[src/rtl/lbs_pkg.sv]
package lbs_pkg;
   localparam int unsigned STATE_W = 4;
   localparam int unsigned MODE_W  = 2;

   // Numeric order is observable through state_code
   typedef enum logic [STATE_W-1:0] {
      ST_IDLE_EN   = 4'd0,
      ST_CFG_AN    = 4'd1,
      ST_QUIET     = 4'd2,
      ST_NEGOTIATE = 4'd3,
      ST_CFG_TRAIN = 4'd4,
      ST_TRAIN     = 4'd5,
      ST_CFG_DATA  = 4'd6,
      ST_ACQUIRE   = 4'd7,
      ST_READY     = 4'd8,
      ST_GRACE     = 4'd9
   } bup_state_e;

   typedef enum logic [MODE_W-1:0] {
      CFG_NONE  = 2'd0,
      CFG_AN    = 2'd1,
      CFG_TRAIN = 2'd2,
      CFG_DATA  = 2'd3
   } cfg_mode_e;
endpackage

[src/rtl/lbs_window_timer.sv]
// Counts consecutive cycles with run high; hit marks the LIMIT-th such cycle.
module lbs_window_timer #(
   parameter int unsigned LIMIT = 1000
) (
   input  logic clk,
   input  logic rst,
   input  logic run,
   output logic hit
);
   localparam int unsigned CNT_W = $clog2(LIMIT + 1);
   localparam logic [CNT_W-1:0] LAST = CNT_W'(LIMIT - 1);

   logic [CNT_W-1:0] cnt_q;

   assign hit = run && (cnt_q == LAST);

   always_ff @(posedge clk) begin
      if (rst || !run) begin
         cnt_q <= '0;
      end else if (cnt_q != LAST) begin
         cnt_q <= cnt_q + 1'b1;
      end
   end
endmodule

[src/rtl/lbs_seq_fsm.sv]
module lbs_seq_fsm
   import lbs_pkg::*;
(
   input  logic       clk,
   input  logic       rst,
   input  logic       an_lt_en,
   input  logic       cfg_done,
   input  logic       an_done,
   input  logic       lt_done,
   input  logic       lock_ok,
   input  logic       quiet_hit,
   input  logic       deadline_hit,
   input  logic       grace_hit,
   output bup_state_e state_q
);
   bup_state_e state_d;

   always_comb begin
      state_d = state_q;
      unique case (state_q)
         ST_IDLE_EN:   if (an_lt_en) state_d = ST_CFG_AN;
         ST_CFG_AN:    if (cfg_done) state_d = ST_QUIET;
         ST_QUIET:     if (quiet_hit) state_d = ST_NEGOTIATE;
         ST_NEGOTIATE: if (an_done) state_d = ST_CFG_TRAIN;
         ST_CFG_TRAIN: begin
            if (deadline_hit)  state_d = ST_IDLE_EN;
            else if (cfg_done) state_d = ST_TRAIN;
         end
         ST_TRAIN: begin
            if (deadline_hit) state_d = ST_IDLE_EN;
            else if (lt_done) state_d = ST_CFG_DATA;
         end
         ST_CFG_DATA: begin
            if (deadline_hit)  state_d = ST_IDLE_EN;
            else if (cfg_done) state_d = ST_ACQUIRE;
         end
         ST_ACQUIRE: begin
            if (lock_ok)           state_d = ST_READY;
            else if (deadline_hit) state_d = ST_IDLE_EN;
         end
         ST_READY:     if (!lock_ok) state_d = ST_GRACE;
         ST_GRACE: begin
            if (lock_ok)        state_d = ST_READY;
            else if (grace_hit) state_d = ST_IDLE_EN;
         end
         default:      state_d = ST_IDLE_EN;
      endcase
   end

   always_ff @(posedge clk) begin
      if (rst) state_q <= ST_IDLE_EN;
      else     state_q <= state_d;
   end
endmodule

[src/rtl/link_bringup_seq.sv]
module link_bringup_seq
   import lbs_pkg::*;
#(
   parameter int unsigned QUIET_CYCLES    = 9_375_000,
   parameter int unsigned DEADLINE_CYCLES = 62_500_000,
   parameter int unsigned GRACE_CYCLES    = 1000
) (
   input  logic              clk,
   input  logic              rst,
   input  logic              an_lt_en,
   input  logic              rcfg_done,
   input  logic              an_done,
   input  logic              lt_done,
   input  logic              rx_align_lock,
   input  logic              rx_cdr_lock,
   output logic [STATE_W-1:0] state_code,
   output logic              rcfg_req,
   output logic [MODE_W-1:0] rcfg_mode,
   output logic              tx_disable,
   output logic              base_page_start,
   output logic              link_up
);
   if (QUIET_CYCLES < 2) begin : g_bad_quiet
      $error("QUIET_CYCLES must be at least 2");
   end
   if (GRACE_CYCLES < 1) begin : g_bad_grace
      $error("GRACE_CYCLES must be at least 1");
   end
   if (DEADLINE_CYCLES < 8) begin : g_bad_deadline
      $error("DEADLINE_CYCLES must cover the four bounded states");
   end

   bup_state_e state_q;
   cfg_mode_e  mode;
   logic       lock_ok;
   logic       quiet_run, deadline_run, grace_run;
   logic       quiet_hit, deadline_hit, grace_hit;

   assign lock_ok      = rx_align_lock && rx_cdr_lock;
   assign quiet_run    = (state_q == ST_QUIET);
   assign grace_run    = (state_q == ST_GRACE);
   assign deadline_run = (state_q == ST_CFG_TRAIN) || (state_q == ST_TRAIN) ||
                         (state_q == ST_CFG_DATA)  || (state_q == ST_ACQUIRE);

   lbs_window_timer #(.LIMIT(QUIET_CYCLES)) quiet_tmr_i (
      .clk(clk), .rst(rst), .run(quiet_run), .hit(quiet_hit)
   );
   lbs_window_timer #(.LIMIT(DEADLINE_CYCLES)) deadline_tmr_i (
      .clk(clk), .rst(rst), .run(deadline_run), .hit(deadline_hit)
   );
   lbs_window_timer #(.LIMIT(GRACE_CYCLES)) grace_tmr_i (
      .clk(clk), .rst(rst), .run(grace_run), .hit(grace_hit)
   );

   lbs_seq_fsm fsm_i (
      .clk(clk), .rst(rst), .an_lt_en(an_lt_en), .cfg_done(rcfg_done),
      .an_done(an_done), .lt_done(lt_done), .lock_ok(lock_ok),
      .quiet_hit(quiet_hit), .deadline_hit(deadline_hit),
      .grace_hit(grace_hit), .state_q(state_q)
   );

   always_comb begin
      unique case (state_q)
         ST_CFG_AN:    mode = CFG_AN;
         ST_CFG_TRAIN: mode = CFG_TRAIN;
         ST_CFG_DATA:  mode = CFG_DATA;
         default:      mode = CFG_NONE;
      endcase
   end

   assign state_code      = state_q;
   assign rcfg_mode       = mode;
   assign rcfg_req        = (mode != CFG_NONE);
   assign tx_disable      = quiet_run;
   assign base_page_start = quiet_hit;
   assign link_up         = (state_q == ST_READY);
endmodule

[config.mk]
export PLATFORM = sky130hd
export DESIGN_NAME = link_bringup_seq
export DESIGN_NICKNAME = d
export VERILOG_FILES = /design/src/rtl/lbs_pkg.sv /design/src/rtl/lbs_window_timer.sv /design/src/rtl/lbs_seq_fsm.sv /design/src/rtl/link_bringup_seq.sv
export SDC_FILE = /design/constraint.sdc
export NUM_CORES = 1
export LEC_CHECK = 0
export ABC_AREA = 1
export BUFFER_PORTS_ARGS = -buffer_cell sky130_fd_sc_hd__buf_4
export CAP_MARGIN = 20
export CORE_ASPECT_RATIO = 1.25
export CORE_UTILIZATION = 38
export DETAILED_ROUTE_END_ITERATION = 8
export SKIP_LAST_GASP = 1
export SYNTH_ARGS = -nofsm -noshare
export SYNTH_HDL_FRONTEND = slang
export SYNTH_SLANG_ARGS = --single-unit
export TNS_END_PERCENT = 1
[constraint.sdc]
create_clock -name clk -period 4.7 [get_ports clk]
set_input_delay 0.235 -clock clk [delete_from_list [all_inputs] [get_ports clk]]
set_output_delay 0.235 -clock clk [all_outputs]
set_load 0.01 [all_outputs]
# Yosys cells after proc, flatten, opt, wreduce, memory -nomap -nowiden
# Index checks and enable logic that the tools add are counted.
# W data, S select, Z words.
# totals
regBits	64
input_bits	8
out_inout_bits	10
wordCells	65
# op_classes
add_sub_neg	3
eq_ne	25
muxes	17
reduce_logical	16
# ops
operator	n
$mux W4	15
$pmux W4 S10	1
$add A26 B1 Y26 const B	1
$eq A26 B26 Y1 const B	1
$ne A26 B26 Y1 const B	1
$add A24 B1 Y24 const B	1
$eq A24 B24 Y1 const B	1
$ne A24 B24 Y1 const B	1
$eq A4 B3 Y1 const B	4
$add A10 B1 Y10 const B	1
$eq A10 B10 Y1 const B	1
$ne A10 B10 Y1 const B	1
$ne A2 B2 Y1 const B	5
$reduce_and A10 Y1	1
$ne A3 B3 Y1 const B	3
$eq A4 B2 Y1 const B	2
$eq A4 B4 Y1 const B	2
$logic_or A1 B1 Y1	6
$pmux W2 S3	1
$eq A4 B1 Y1 const B	1
$logic_and A1 B1 Y1	4
$logic_not A4 Y1	1
$logic_not A1 Y1	3
$ne A3 B1 Y1 const B	1
other kinds (2)	2

# Logic depth before layout (Yosys ltp)
# Gate-level depths: netlist of run 1.
# logic_depth
depth_word	8
mapped_depth	13
depth_no_buf	13

# Modules after synthesis
# From an unflattened synthesis of run 1, not the netlist that was laid out.
# hier_totals
cells_unflattened	692
hier_area_um2	4200.3
# modules_own_cells
mod	n_inst	cells_each	area_each_um2	seq_area_each_um2
lbs_window_timer at deadline_tmr_i	1	275	1640.3	520.5
lbs_window_timer at quiet_tmr_i	1	221	1388.8	480.5
lbs_window_timer at grace_tmr_i	1	88	585.6	200.2
lbs_seq_fsm	1	87	491.7	80.1
link_bringup_seq	1	21	93.8	0.0

# Least setup slack after synthesis of run 1
# No wires, ideal clock.
# synth_timing
path_kind	reg-to-reg
start	register quiet_tmr_i.cnt_q[0]
end	register quiet_tmr_i.cnt_q[22]
setup_ns	0.117
arrival_time_ns	1.466
t_required_ns	4.583
setup_slack_ns	3.116
path_stages_with_launch	11
path_buffers	0
synth_period_minus_slack_ns	1.584
cell_sequence	dfxtp_1 ha_1 nand3_1 nor2_2 nand4_1 nor2_2 nand3_2 clkinv_1 nand2_1 o21ai_1 a21oi_1
# synth_between
elab_chain_cells	1
elab_cells_between_ends	2
classes_between	1 x add/sub; 1 x eq/ne
# synth_lines
item	line	rtl
start, declared	lbs_window_timer.sv:13	logic [CNT_W-1:0] cnt_q;
start signal, assigned	lbs_window_timer.sv:21	cnt_q <= cnt_q + 1'b1;
$add A24 B1 Y24 / $ne A24 B24 Y1 (equally long branches)	lbs_window_timer.sv:21, lbs_window_timer.sv:20	
# Several ways; a longest one is shown, not always the timed one.
# A chain may end at the register's enable or synchronous reset.

# Final worst setup path of run 1
# layout_timing
start	register fsm_i.state_q[3]
end	register deadline_tmr_i.cnt_q[13]
# layout_between
elab_chain_cells	6
elab_cells_between_ends	9
classes_between	4 x eq/ne; 5 x reduce/logical
# layout_lines
item	line	rtl
start, declared	lbs_seq_fsm.sv:14	output bup_state_e state_q
start signal, assigned	lbs_seq_fsm.sv:52	else state_q <= state_d;
$eq A4 B3 Y1	link_bringup_seq.sv:42	assign deadline_run = (state_q == ST_CFG_TRAIN) || (state_q == ST_TRAIN) ||
$logic_or A1 B1 Y1 (2 in a row)	link_bringup_seq.sv:42	
$logic_or A1 B1 Y1 (*)	link_bringup_seq.sv:43	(state_q == ST_CFG_DATA) || (state_q == ST_ACQUIRE);
$logic_not A1 Y1 (*)	lbs_window_timer.sv:18	if (rst || !run) begin
$logic_or A1 B1 Y1 (*)	lbs_window_timer.sv:18	
end signal, assigned	lbs_window_timer.sv:21	
end, declared	lbs_window_timer.sv:13	
# Mark *: on every way between the ends. The rest lies on a longest branch, timed or not.

==> results of run 1 <==
==> flip-flops by register name, indices dropped and copies added (netlist names) <==
signal,cells
quiet_tmr_i.cnt_q,24
deadline_tmr_i.cnt_q,26
fsm_i.state_q,4
grace_tmr_i.cnt_q,10
==> area by class of cell <==
class	count	share of cell area (%)
clock buffer	12	4.16
sequential	64	32.3
timing repair buffer	17	3.22
inverter	89	8.45
multi-input combinational	349	46.2
clock inverter	4	1.89
tap	120	3.79
==> worst max-delay path: stages (launching register included) <==
cell,delay (ps)
sky130_fd_sc_hd__dfxtp_1,340
sky130_fd_sc_hd__inv_1,90
sky130_fd_sc_hd__nand2_1,150
sky130_fd_sc_hd__nor2_2,540
sky130_fd_sc_hd__clkinv_1,470
sky130_fd_sc_hd__a21oi_1,230
sky130_fd_sc_hd__o21a_1,130
==> worst paths after layout <==
path,startpoint,end,slack (ps),cells past startpoint
setup / recovery,fsm_i.state_q[3],deadline_tmr_i.cnt_q[13],2690,6
hold / removal,rst,grace_tmr_i.cnt_q[5],240,4
setup reg to reg,fsm_i.state_q[3],deadline_tmr_i.cnt_q[13],2690,6
hold reg to reg,grace_tmr_i.cnt_q[7],grace_tmr_i.cnt_q[7],480,2
==> logic make-up after synthesis <==
kind of cell	after synthesis	share of synthesized area [%]
simple gates	249	36.3
fa+ha+maj	3	1.08
buf+inv	93	10.4
xor+xnor	1	0.252
flops	64	36.9
compound gates	96	15.1
==> cells in the final DEF, fill, tap and decap left out, drive strengths merged, types with 4 or more instances in the layout <==
master	instances
buf	17
clkbuf	12
nor3b	4
nand2	90
clkinv	4
dfxtp	64
inv	85
nand3	26
nor2	80
or2	4
nand4	15
nor3	24
o21a	5
a21oi	45
o21ai	33
a211oi	7
==> stage by stage <==
stage	cells	setup WS, ps	instance area (um^2)	power, W	util (%)
2_1_floorplan	506	3120	3470	0.000887	-
3_3_place_gp	639	2750	3730	0.000988	42.4
3_5_place_dp	639	2710	3730	0.000992	42.4
4_1_cts	655	2690	3970	0.00156	45.1
5_1_grt	655	2400	3970	0.00163	45.1
6_report	655	2690	3970	0.00153	45.1
==> power groups by stage <==
stage / Sequential, W / Clock [W] / Combinational (W)
2_1_floorplan: 0.000594 / 0 / 0.000293
3_3_place_gp: 0.000598 / 0 / 0.000390
3_5_place_dp: 0.000598 / 0 / 0.000393
4_1_cts: 0.000585 / 0.000576 / 0.000394
5_1_grt: 0.000588 / 0.000600 / 0.000442
6_report: 0.000585 / 0.000557 / 0.000391
==> layer usage <==
layer,vias to the layer above,share of wire (%)
met2,46,52
met1,1454,43
met4,0,2.2
met3,12,2.6
li1,1703,-
met5,-,0
==> out/results.ini, run 1 <==
[power]
p_clk_share_pct = 36.3
peak_vdd_ir_mv = 0.182
p_sw_w = 0.000478
power.sequential.fraction_pct = 38.2
cell_internal_pwr_w = 0.00106
leakage_nw = 1.37
power.share.switching_pct = 31.2
p_comb_share_pct = 25.5
pwr_density_cell_mw_per_mm2 = 387

[worst_setup_path]
worst-endpoint-arrival_ps = 2310
critPathLaunchType = register
critical_path_peak_fanout = 17
cp-end-kind = register
cp.required_ps = 4990
worstSetupPathType = register to register

[clock_network]
cts_resized = 0
clockRootBuffer = sky130_fd_sc_hd__clkbuf_8
cts_buffers = 9
clockBufferDepth = 2
clock_tree.htree_level_count = 3
insertion_delay_ps = 340
cts.clk_slew.worst_paths_ps = 70
cts_tree = yes
holdBufCountCts = 0
clock_sink_count = 64
post-cts-setup-buffers = 0

[die]
die_h_um = 109
die_w_um = 87.5
initial_core_util_pct = 39.5
core-area_mm2 = 0.00880
floorplan.die_area_mm2 = 0.00953
io_pins = 18
rows = 38

[sta]
final_hold_viol_count = 0
worstMarginPinSlew_ps = 632
fin_tns_setup_ps = 0
finalWorstPathRequiredPeriod_ps = 2010
final.hold.worst_slack_ps = 235
rsz0062_at_grt = false
min_period_over_period_pct = 42.8
final-setup-viol-count = 0
timing.fmax_mhz = 497
timing.slew.headroom_pct = 57.8
final_max_slew_viol_count = 0
clock_skew_ps = 7.45

[yosys]
yosys.cell_count.top_type = sky130_fd_sc_hd__nand2_1
synth-seq-cells = 64
synth.cell_area_mm2 = 0.00347
top_cell_type_s_share_of_synthesized_area_pct = 36.9
yosys-top-cells-count = sky130_fd_sc_hd__nand2_1, sky130_fd_sc_hd__inv_1, sky130_fd_sc_hd__dfxtp_1, sky130_fd_sc_hd__nor2_1, sky130_fd_sc_hd__a21oi_1
synth_cell_types = 41
async_flop_share_pct = 0
dominantRegCellSynth = sky130_fd_sc_hd__dfxtp_1
synth_enable_flop_cells = 0
syn-num-nets = 517
synth_largest_area_cell = sky130_fd_sc_hd__dfxtp_1
ys_seq_area_share_pct = 36.9
post_syn_instances = 506
syn_area_per_cell_um2 = 6.86
yosysWarningCount = 0
ys_top_cells_by_area = sky130_fd_sc_hd__dfxtp_1, sky130_fd_sc_hd__nand2_1, sky130_fd_sc_hd__inv_1, sky130_fd_sc_hd__a21oi_1, sky130_fd_sc_hd__nor2_1

[finish]
area_delta_synth_final_pct = 14.2
multi_input_comb_area_mm2 = 0.00183
fillCellCount = 927
post_route_cells_drive_above_1_share_pct = 17.6
n_antenna_cell = 0
area.sequential_mm2 = 0.00128
nets = 541

[grt]
pin_count_of_the_biggest_net_entering_global_routing = 18
gr-usage-all-layers_pct = 17.2
number_of_global_route_vias_before_repair = 3063
grt_use_met2_pct = 31.5
antenna_found_initial = 0
globalRoute.busiestLayer = met2
grt_pass1_wl_um = 12800
globalRouteMet1Util_pct = 18.8
overflow = 0
met3_grt_util_pct = 3.03

[drt]
detail_route.iter0.violations = 105
detail_route.drc_violations = 0
routed_wl_um = 7530
avgRoutedWirePerCell_um = 11.5
detailroute.via_count = 3215
route.antenna.remaining_nets = 0
first_drt_pass_iteration_count = 5
viasPerCell = 4.91

[place]
placement.io_buffers = 17
place_hpwl_um = 5780
place_congestion = 0.910

[job]
max_cap_viol_count = 0

[run_status]
status = completed

[min_path]
worst_hold_check_path_type = input port to register

Note: power is estimated with default switching activity, not from simulation.
==> run 2: changes to the inputs <==
- clock period: 4.7 -> 2 ns (I/O delays scaled with it)
==> run 2 against run 1 <==
  * Count of clock-buffer cells in the layout did not move
  * Via count decreased by 1.2%
  * Total power up 120%
  * Largest cell class unchanged
  * Critical path type unchanged
  * Cell area is 1.1% lower
==> out/results.ini, run 2 (synthesis gave the netlist of run 1 again) <==
[grt]
overflow = 0  ; unchanged
met3_grt_util_pct = 2.50  ; was 3.03%
antenna_found_initial = 0  ; unchanged
globalRoute.busiestLayer = met2  ; unchanged
number_of_global_route_vias_before_repair = 2953  ; was 3063
grt_use_met2_pct = 30.6  ; was 31.5%
gr-usage-all-layers_pct = 17.2  ; about the same
pin_count_of_the_biggest_net_entering_global_routing = 17  ; was 18
globalRouteMet1Util_pct = 19.6  ; was 18.8%
grt_pass1_wl_um = 12700  ; was 12800 um

[clock_network]
cts.clk_slew.worst_paths_ps = 70  ; about the same
clockBufferDepth = 2  ; unchanged
post-cts-setup-buffers = 0  ; unchanged
clock_tree.htree_level_count = 3  ; unchanged
holdBufCountCts = 0  ; unchanged
cts_tree = yes  ; unchanged
cts_buffers = 9  ; unchanged
clockRootBuffer = sky130_fd_sc_hd__clkbuf_8  ; unchanged
insertion_delay_ps = 340  ; about the same
cts_resized = 0  ; unchanged
clock_sink_count = 64  ; unchanged

[finish]
top_regs = deadline_tmr_i.cnt_q: 26 flops, quiet_tmr_i.cnt_q: 24 flops, grace_tmr_i.cnt_q: 10 flops  ; unchanged
leading_cell_type_in_the_layout_fill_and_taps_excluded = sky130_fd_sc_hd__nand2_1  ; unchanged
max_flop_register = deadline_tmr_i.cnt_q  ; unchanged
final_util_pct = 44.6  ; was 45.1%
max_reg_flops = 26  ; unchanged
fillCellCount = 951  ; was 927
n_antenna_cell = 0  ; unchanged
final_cell_mix = sky130_fd_sc_hd__nand2_1, sky130_fd_sc_hd__inv_1, sky130_fd_sc_hd__dfxtp_1  ; unchanged
post_route_cells_drive_above_1_share_pct = 17.7  ; was 17.6%
area_delta_synth_final_pct = 12.9  ; was 14.2%
nets = 544  ; was 541

[sta]
clock_skew_ps = 8.32  ; was 7.45 ps
final_hold_viol_count = 0  ; unchanged
rsz0062_at_grt = false  ; unchanged
finalWorstPathRequiredPeriod_ps = 1810  ; was 2010 ps
fin_tns_setup_ps = 0  ; unchanged
final_max_slew_viol_count = 0  ; unchanged
min_period_over_period_pct = 90.7  ; was 42.8%
timing.slew.headroom_pct = 68.1  ; was 57.8%
timing.fmax_mhz = 551  ; was 497 MHz
final-setup-viol-count = 0  ; unchanged
worstMarginPinSlew_ps = 475  ; was 632 ps

[power]
pwr_density_cell_mw_per_mm2 = 842  ; was 387 mW/mm^2
leakage_nw = 1.35  ; was 1.37 nW
peak_vdd_ir_mv = 0.397  ; was 0.182 mV

[worst_setup_path]
critical_path_peak_fanout = 6  ; was 17
worst-endpoint-arrival_ps = 2050  ; was 2310 ps
critPathLaunchType = register  ; unchanged
number_of_buffers_and_inverters_on_the_critical_path = 1  ; was 2
cell_with_the_most_instances_on_the_worst_path = sky130_fd_sc_hd__nor2_2
timing.critical_path.cells = ha_1, nand3_1, nor2_2, nand4_1, nor2_2, nand3_2, clkinv_1, nand2_1, o21ai_1, a21oi_1  ; was inv_1, nand2_1, nor2_2, clkinv_1, a21oi_1, o21a_1
slowest_delay_ps = 400  ; was 540 ps
cp-end-kind = register  ; unchanged
cp.required_ps = 2230  ; was 4990 ps
worstSetupPathType = register to register  ; unchanged
slowest_stage = sky130_fd_sc_hd__dfxtp_1  ; was sky130_fd_sc_hd__nor2_2
crit_family = simple AND/OR/NAND/NOR gates  ; unchanged

[drt]
detail_route.iter0.violations = 110  ; was 105
detail_route.drc_violations = 0  ; unchanged
avgRoutedWirePerCell_um = 11.5  ; about the same
route.antenna.remaining_nets = 0  ; unchanged
viasPerCell = 4.83  ; was 4.91
detailroute.via_count = 3175  ; was 3215
routed_wl_um = 7560  ; was 7530 um
first_drt_pass_iteration_count = 4  ; was 5

[min_path]
worst_hold_check_path_type = input port to register  ; unchanged

[run_status]
status = completed  ; unchanged

[die]
rows = 38  ; unchanged
io_pins = 18  ; unchanged
initial_core_util_pct = 39.5  ; unchanged
die_w_um = 87.5  ; unchanged
floorplan.die_area_mm2 = 0.00953  ; unchanged
core-area_mm2 = 0.00880  ; unchanged
die_h_um = 109  ; unchanged

[job]
max_cap_viol_count = 0  ; unchanged

[place]
place_congestion = 0.829  ; was 0.910
place_hpwl_um = 5800  ; was 5780 um
placement.io_buffers = 17  ; unchanged

==> run 2: cell types whose count changed in the layout (fill, tap and decap cells not counted) <==
cell / change
sky130_fd_sc_hd__buf_4: +3
sky130_fd_sc_hd__clkinv_2: +2
sky130_fd_sc_hd__bufinv_16: -2
sky130_fd_sc_hd__clkinvlp_4: -1
sky130_fd_sc_hd__clkbuf_8: -1
sky130_fd_sc_hd__clkbuf_1: +1
==> run 2: where the power goes <==
| group | leakage [nW] | switching, W | internal (W) |
|---|---|---|---|
| clock network | 0.0882 | 0.000487 | 0.000506 |
| logic | 0.749 | 0.000564 | 0.000368 |
| registers | 0.516 | 0.0000600 | 0.00132 |
| total | 1.35 | 0.00111 | 0.00219 |
==> run 2: path summary, 6_finish.rpt <==
kind | start | end | slack [ps] | cells after the start
worst max register to register | quiet_tmr_i.cnt_q[0] | quiet_tmr_i.cnt_q[22] | 190 | 10
worst min-delay path | rst | grace_tmr_i.cnt_q[5] | 100 | 4
worst max-delay path | quiet_tmr_i.cnt_q[0] | quiet_tmr_i.cnt_q[22] | 190 | 10
worst min register to register | grace_tmr_i.cnt_q[7] | grace_tmr_i.cnt_q[7] | 470 | 2
==> run 2: cell type report <==
| class | instances | area (um^2) | share of cell area [%] |
|---|---|---|---|
| multi-input cells | 349 | 1830 | 46.7 |
| flip-flops and latches | 64 | 1280 | 32.7 |
| inverters | 89 | 335 | 8.55 |
| clock buffers | 12 | 155 | 3.96 |
| repair buffers | 20 | 150 | 3.83 |
| well taps | 120 | 150 | 3.83 |
| clock inverters | 3 | 17.5 | 0.447 |
==> run 2: metrics by stage <==
| step | setup WS (ps) | instances | total power (W) | hold slack (ps) | cell area, um^2 |
|---|---|---|---|---|---|
| 2_1_floorplan | 416 | 506 | 0.00209 | 271 | 3470 |
| 3_3_place_gp | 257 | 642 | 0.00234 | 449 | 3750 |
| 3_5_place_dp | 213 | 642 | 0.00234 | 458 | 3750 |
| 4_1_cts | 199 | 657 | 0.00336 | 86.3 | 3920 |
| 5_1_grt | 16.9 | 657 | 0.00353 | 108 | 3920 |
| 6_report | 186 | 657 | 0.00330 | 99.4 | 3920 |
==> run 2: layer usage <==
layer / part of all wire [%] / vias to the layer above
met5: 0 / -
met4: 1.6 / 0
met3: 1.6 / 10
met2: 51 / 23
met1: 45 / 1438
li1: - / 1704
==> run 2: tightest hold or removal path, cell delays in order <==
cell	delay (ps)
sky130_fd_sc_hd__buf_4	120
sky130_fd_sc_hd__nor2_2	80
sky130_fd_sc_hd__nand2_1	60
sky130_fd_sc_hd__a21oi_1	30
==> run 3: changes to the inputs <==
- BUFFER_PORTS_ARGS: -buffer_cell sky130_fd_sc_hd__buf_4 -> -buffer_cell sky130_fd_sc_hd__buf_2
- CORE_UTILIZATION: 38 -> 45
==> run 3 against run 2 <==
  * Total power increased by 1.9%
  * Cell count decreased by 4.1%
  * Hold slack improved by 25 ps
  * Register-to-register slack about the same
  * Die area decreased by 15%
  * Routed wire length decreased by 1.4%
  * Highest routed layer unchanged
  * Sequential share of layout area increased by 0.49 points
  * Clock skew about the same
  * Core utilization increased by 7.4 points
==> out/results.ini, run 3 (synthesis gave the netlist of run 1 again) <==
[sta]
clock_skew_ps = 8.34  ; was 8.32 ps
rsz0062_at_grt = false  ; unchanged
finalWorstPathRequiredPeriod_ps = 1810  ; about the same
min_period_over_period_pct = 90.7  ; about the same
final_hold_viol_count = 0  ; unchanged
worstMarginPinSlew_ps = 391  ; was 475 ps
timing.slew.headroom_pct = 73.7  ; was 68.1%
final-setup-viol-count = 0  ; unchanged
timing.fmax_mhz = 551  ; about the same
fin_tns_setup_ps = 0  ; unchanged
final_max_slew_viol_count = 0  ; unchanged

[grt]
antenna_found_initial = 0  ; unchanged
pin_count_of_the_biggest_net_entering_global_routing = 17  ; unchanged
overflow = 0  ; unchanged
grt_pass1_wl_um = 12700  ; about the same
gr-usage-all-layers_pct = 20.2  ; was 17.2%
number_of_global_route_vias_before_repair = 3030  ; was 2953

[finish]
post_layout_nonfiller_instances = 630  ; was 657
max_flop_register = deadline_tmr_i.cnt_q  ; unchanged
leading_cell_type_in_the_layout_fill_and_taps_excluded = sky130_fd_sc_hd__nand2_1  ; unchanged
top_regs = deadline_tmr_i.cnt_q: 26 flops, quiet_tmr_i.cnt_q: 24 flops, grace_tmr_i.cnt_q: 10 flops  ; unchanged
n_antenna_cell = 0  ; unchanged
post_route_cells_drive_above_1_share_pct = 18.2  ; was 17.7%
area.sequential_mm2 = 0.00128  ; about the same
max_reg_flops = 26  ; unchanged
final_cell_mix = sky130_fd_sc_hd__nand2_1, sky130_fd_sc_hd__inv_1, sky130_fd_sc_hd__dfxtp_1  ; unchanged
multi_input_comb_area_mm2 = 0.00183  ; unchanged
fillCellCount = 763  ; was 951
nets = 544  ; unchanged
area_delta_synth_final_pct = 11.3  ; was 12.9%

[worst_setup_path]
worstSetupPathType = register to register  ; unchanged
cp.required_ps = 2230  ; about the same
critical_path_peak_fanout = 6  ; unchanged
cp-end-kind = register  ; unchanged
critPathLaunchType = register  ; unchanged
worst_r2r_path_depth = 10  ; unchanged
worst-endpoint-arrival_ps = 2050  ; about the same

[clock_network]
cts_buffers = 9  ; unchanged
clockBufferDepth = 2  ; unchanged
cts.clk_slew.worst_paths_ps = 70  ; about the same
clockRootBuffer = sky130_fd_sc_hd__clkbuf_8  ; unchanged
clock_tree.htree_level_count = 3  ; unchanged
cts_tree = yes  ; unchanged
clock_sink_count = 64  ; unchanged
insertion_delay_ps = 340  ; about the same
post-cts-setup-buffers = 0  ; unchanged

[drt]
detail_route.iter0.violations = 110  ; unchanged
routed_wl_um = 7450  ; was 7560 um
first_drt_pass_iteration_count = 4  ; unchanged
viasPerCell = 5.00  ; was 4.83
route.antenna.remaining_nets = 0  ; unchanged
avgRoutedWirePerCell_um = 11.8  ; was 11.5 um
detail_route.drc_violations = 0  ; unchanged
detailroute.via_count = 3149  ; was 3175

[place]
place_hpwl_um = 5560  ; was 5800 um
place_congestion = 0.819  ; was 0.829
placed_cell_count = 614  ; was 642
placement.io_buffers = 17  ; unchanged

[power]
peak_vdd_ir_mv = 0.547  ; was 0.397 mV
power.sequential.fraction_pct = 40.9  ; was 41.7%
p_sw_w = 0.00115  ; was 0.00111 W
pwr_density_cell_mw_per_mm2 = 870  ; was 842 mW/mm^2
cell_internal_pwr_w = 0.00222  ; was 0.00219 W
p_comb_share_pct = 26.2  ; was 28.2%
power.share.switching_pct = 34.1  ; was 33.6%
p_clk_share_pct = 32.9  ; was 30.1%
leakage_nw = 1.35  ; about the same

[die]
floorplan.die_area_mm2 = 0.00808  ; was 0.00953 mm^2
initial_core_util_pct = 46.7  ; was 39.5%
io_pins = 18  ; unchanged
die_h_um = 100  ; was 109 um
core-area_mm2 = 0.00744  ; was 0.00880 mm^2
die_w_um = 80.6  ; was 87.5 um
rows = 35  ; was 38

[min_path]
holdPathStages = 4  ; unchanged
worst_hold_check_path_type = input port to register  ; unchanged

[run_status]
status = completed  ; unchanged

[job]
max_cap_viol_count = 0  ; unchanged

==> run 3: changes by cell type in the layout (fill, tap and decap cells not counted), sizes merged <==
cell,previous run,this run
clkbuf,12,9
clkinvlp,1,3
bufinv,0,1
inv,85,86
==> run 3: power by group through the flow <==
stage | Combinational, W | Clock [W] | Sequential, W
2_1_floorplan | 0.000689 | 0 | 0.00140
3_3_place_gp | 0.000871 | 0 | 0.00140
3_5_place_dp | 0.000880 | 0 | 0.00140
4_1_cts | 0.000884 | 0.00114 | 0.00137
5_1_grt | 0.00100 | 0.00119 | 0.00138
6_report | 0.000882 | 0.00111 | 0.00138
==> run 3: timing repair <==
item / in CTS / in global routing
resized for setup: 0 / 1
setup endpoints to repair: 0 / 1
hold buffers: 0 / 0
==> run 3: worst max-delay path: stages (launching register included) <==
cell,delay (ps)
sky130_fd_sc_hd__dfxtp_1,380
sky130_fd_sc_hd__ha_1,210
sky130_fd_sc_hd__nand3_1,140
sky130_fd_sc_hd__nor2_2,170
sky130_fd_sc_hd__nand4_1,150
sky130_fd_sc_hd__nor2_2,170
sky130_fd_sc_hd__nand3_2,140
sky130_fd_sc_hd__clkinv_1,100
sky130_fd_sc_hd__nand2_1,70
sky130_fd_sc_hd__o21ai_1,140
sky130_fd_sc_hd__a21oi_1,50
==> run 3: stage by stage <==
stage | instance area [um^2] | total power, W | utilization (%) | hold WS (ps) | setup slack, ps
final | 3870 | 0.00336 | 51.9 | 124 | 186
after global routing | 3870 | 0.00358 | 51.9 | 133 | 19.3
after CTS | 3870 | 0.00340 | 51.9 | 109 | 208
after detailed placement | 3670 | 0.00228 | 49.3 | 454 | 229
after global placement | 3670 | 0.00227 | 49.3 | 454 | 273
after floorplan | 3470 | 0.00209 | - | 271 | 416
==> run 3: area by class of cell <==
cell class	count	area share, %
clock buffer	9	3.20
clock inverter	7	1.84
inverter	89	8.67
multi-input combinational	349	47.4
sequential	64	33.2
tap	92	2.98
timing repair buffer	20	2.78
==> run 3: final timing paths <==
path | start | end | slack [ps]
hold reg to reg | grace_tmr_i.cnt_q[7] | grace_tmr_i.cnt_q[7] | 460
setup reg to reg | quiet_tmr_i.cnt_q[1] | quiet_tmr_i.cnt_q[22] | 190
hold / removal | rst | grace_tmr_i.cnt_q[5] | 120
setup / recovery | quiet_tmr_i.cnt_q[1] | quiet_tmr_i.cnt_q[22] | 190
==> run 3: per-layer routing <==
layer  share of wire (%)  GRT usage [%]  routed length, um  up-vias
met2                  48           35.2               3550       39
met1                  48           23.9               3590     1390
met5                   0              0                  0        -
met3                 2.7           4.00                204       10
li1                    -              -                  -     1710
met4                 1.4           8.38                101        0
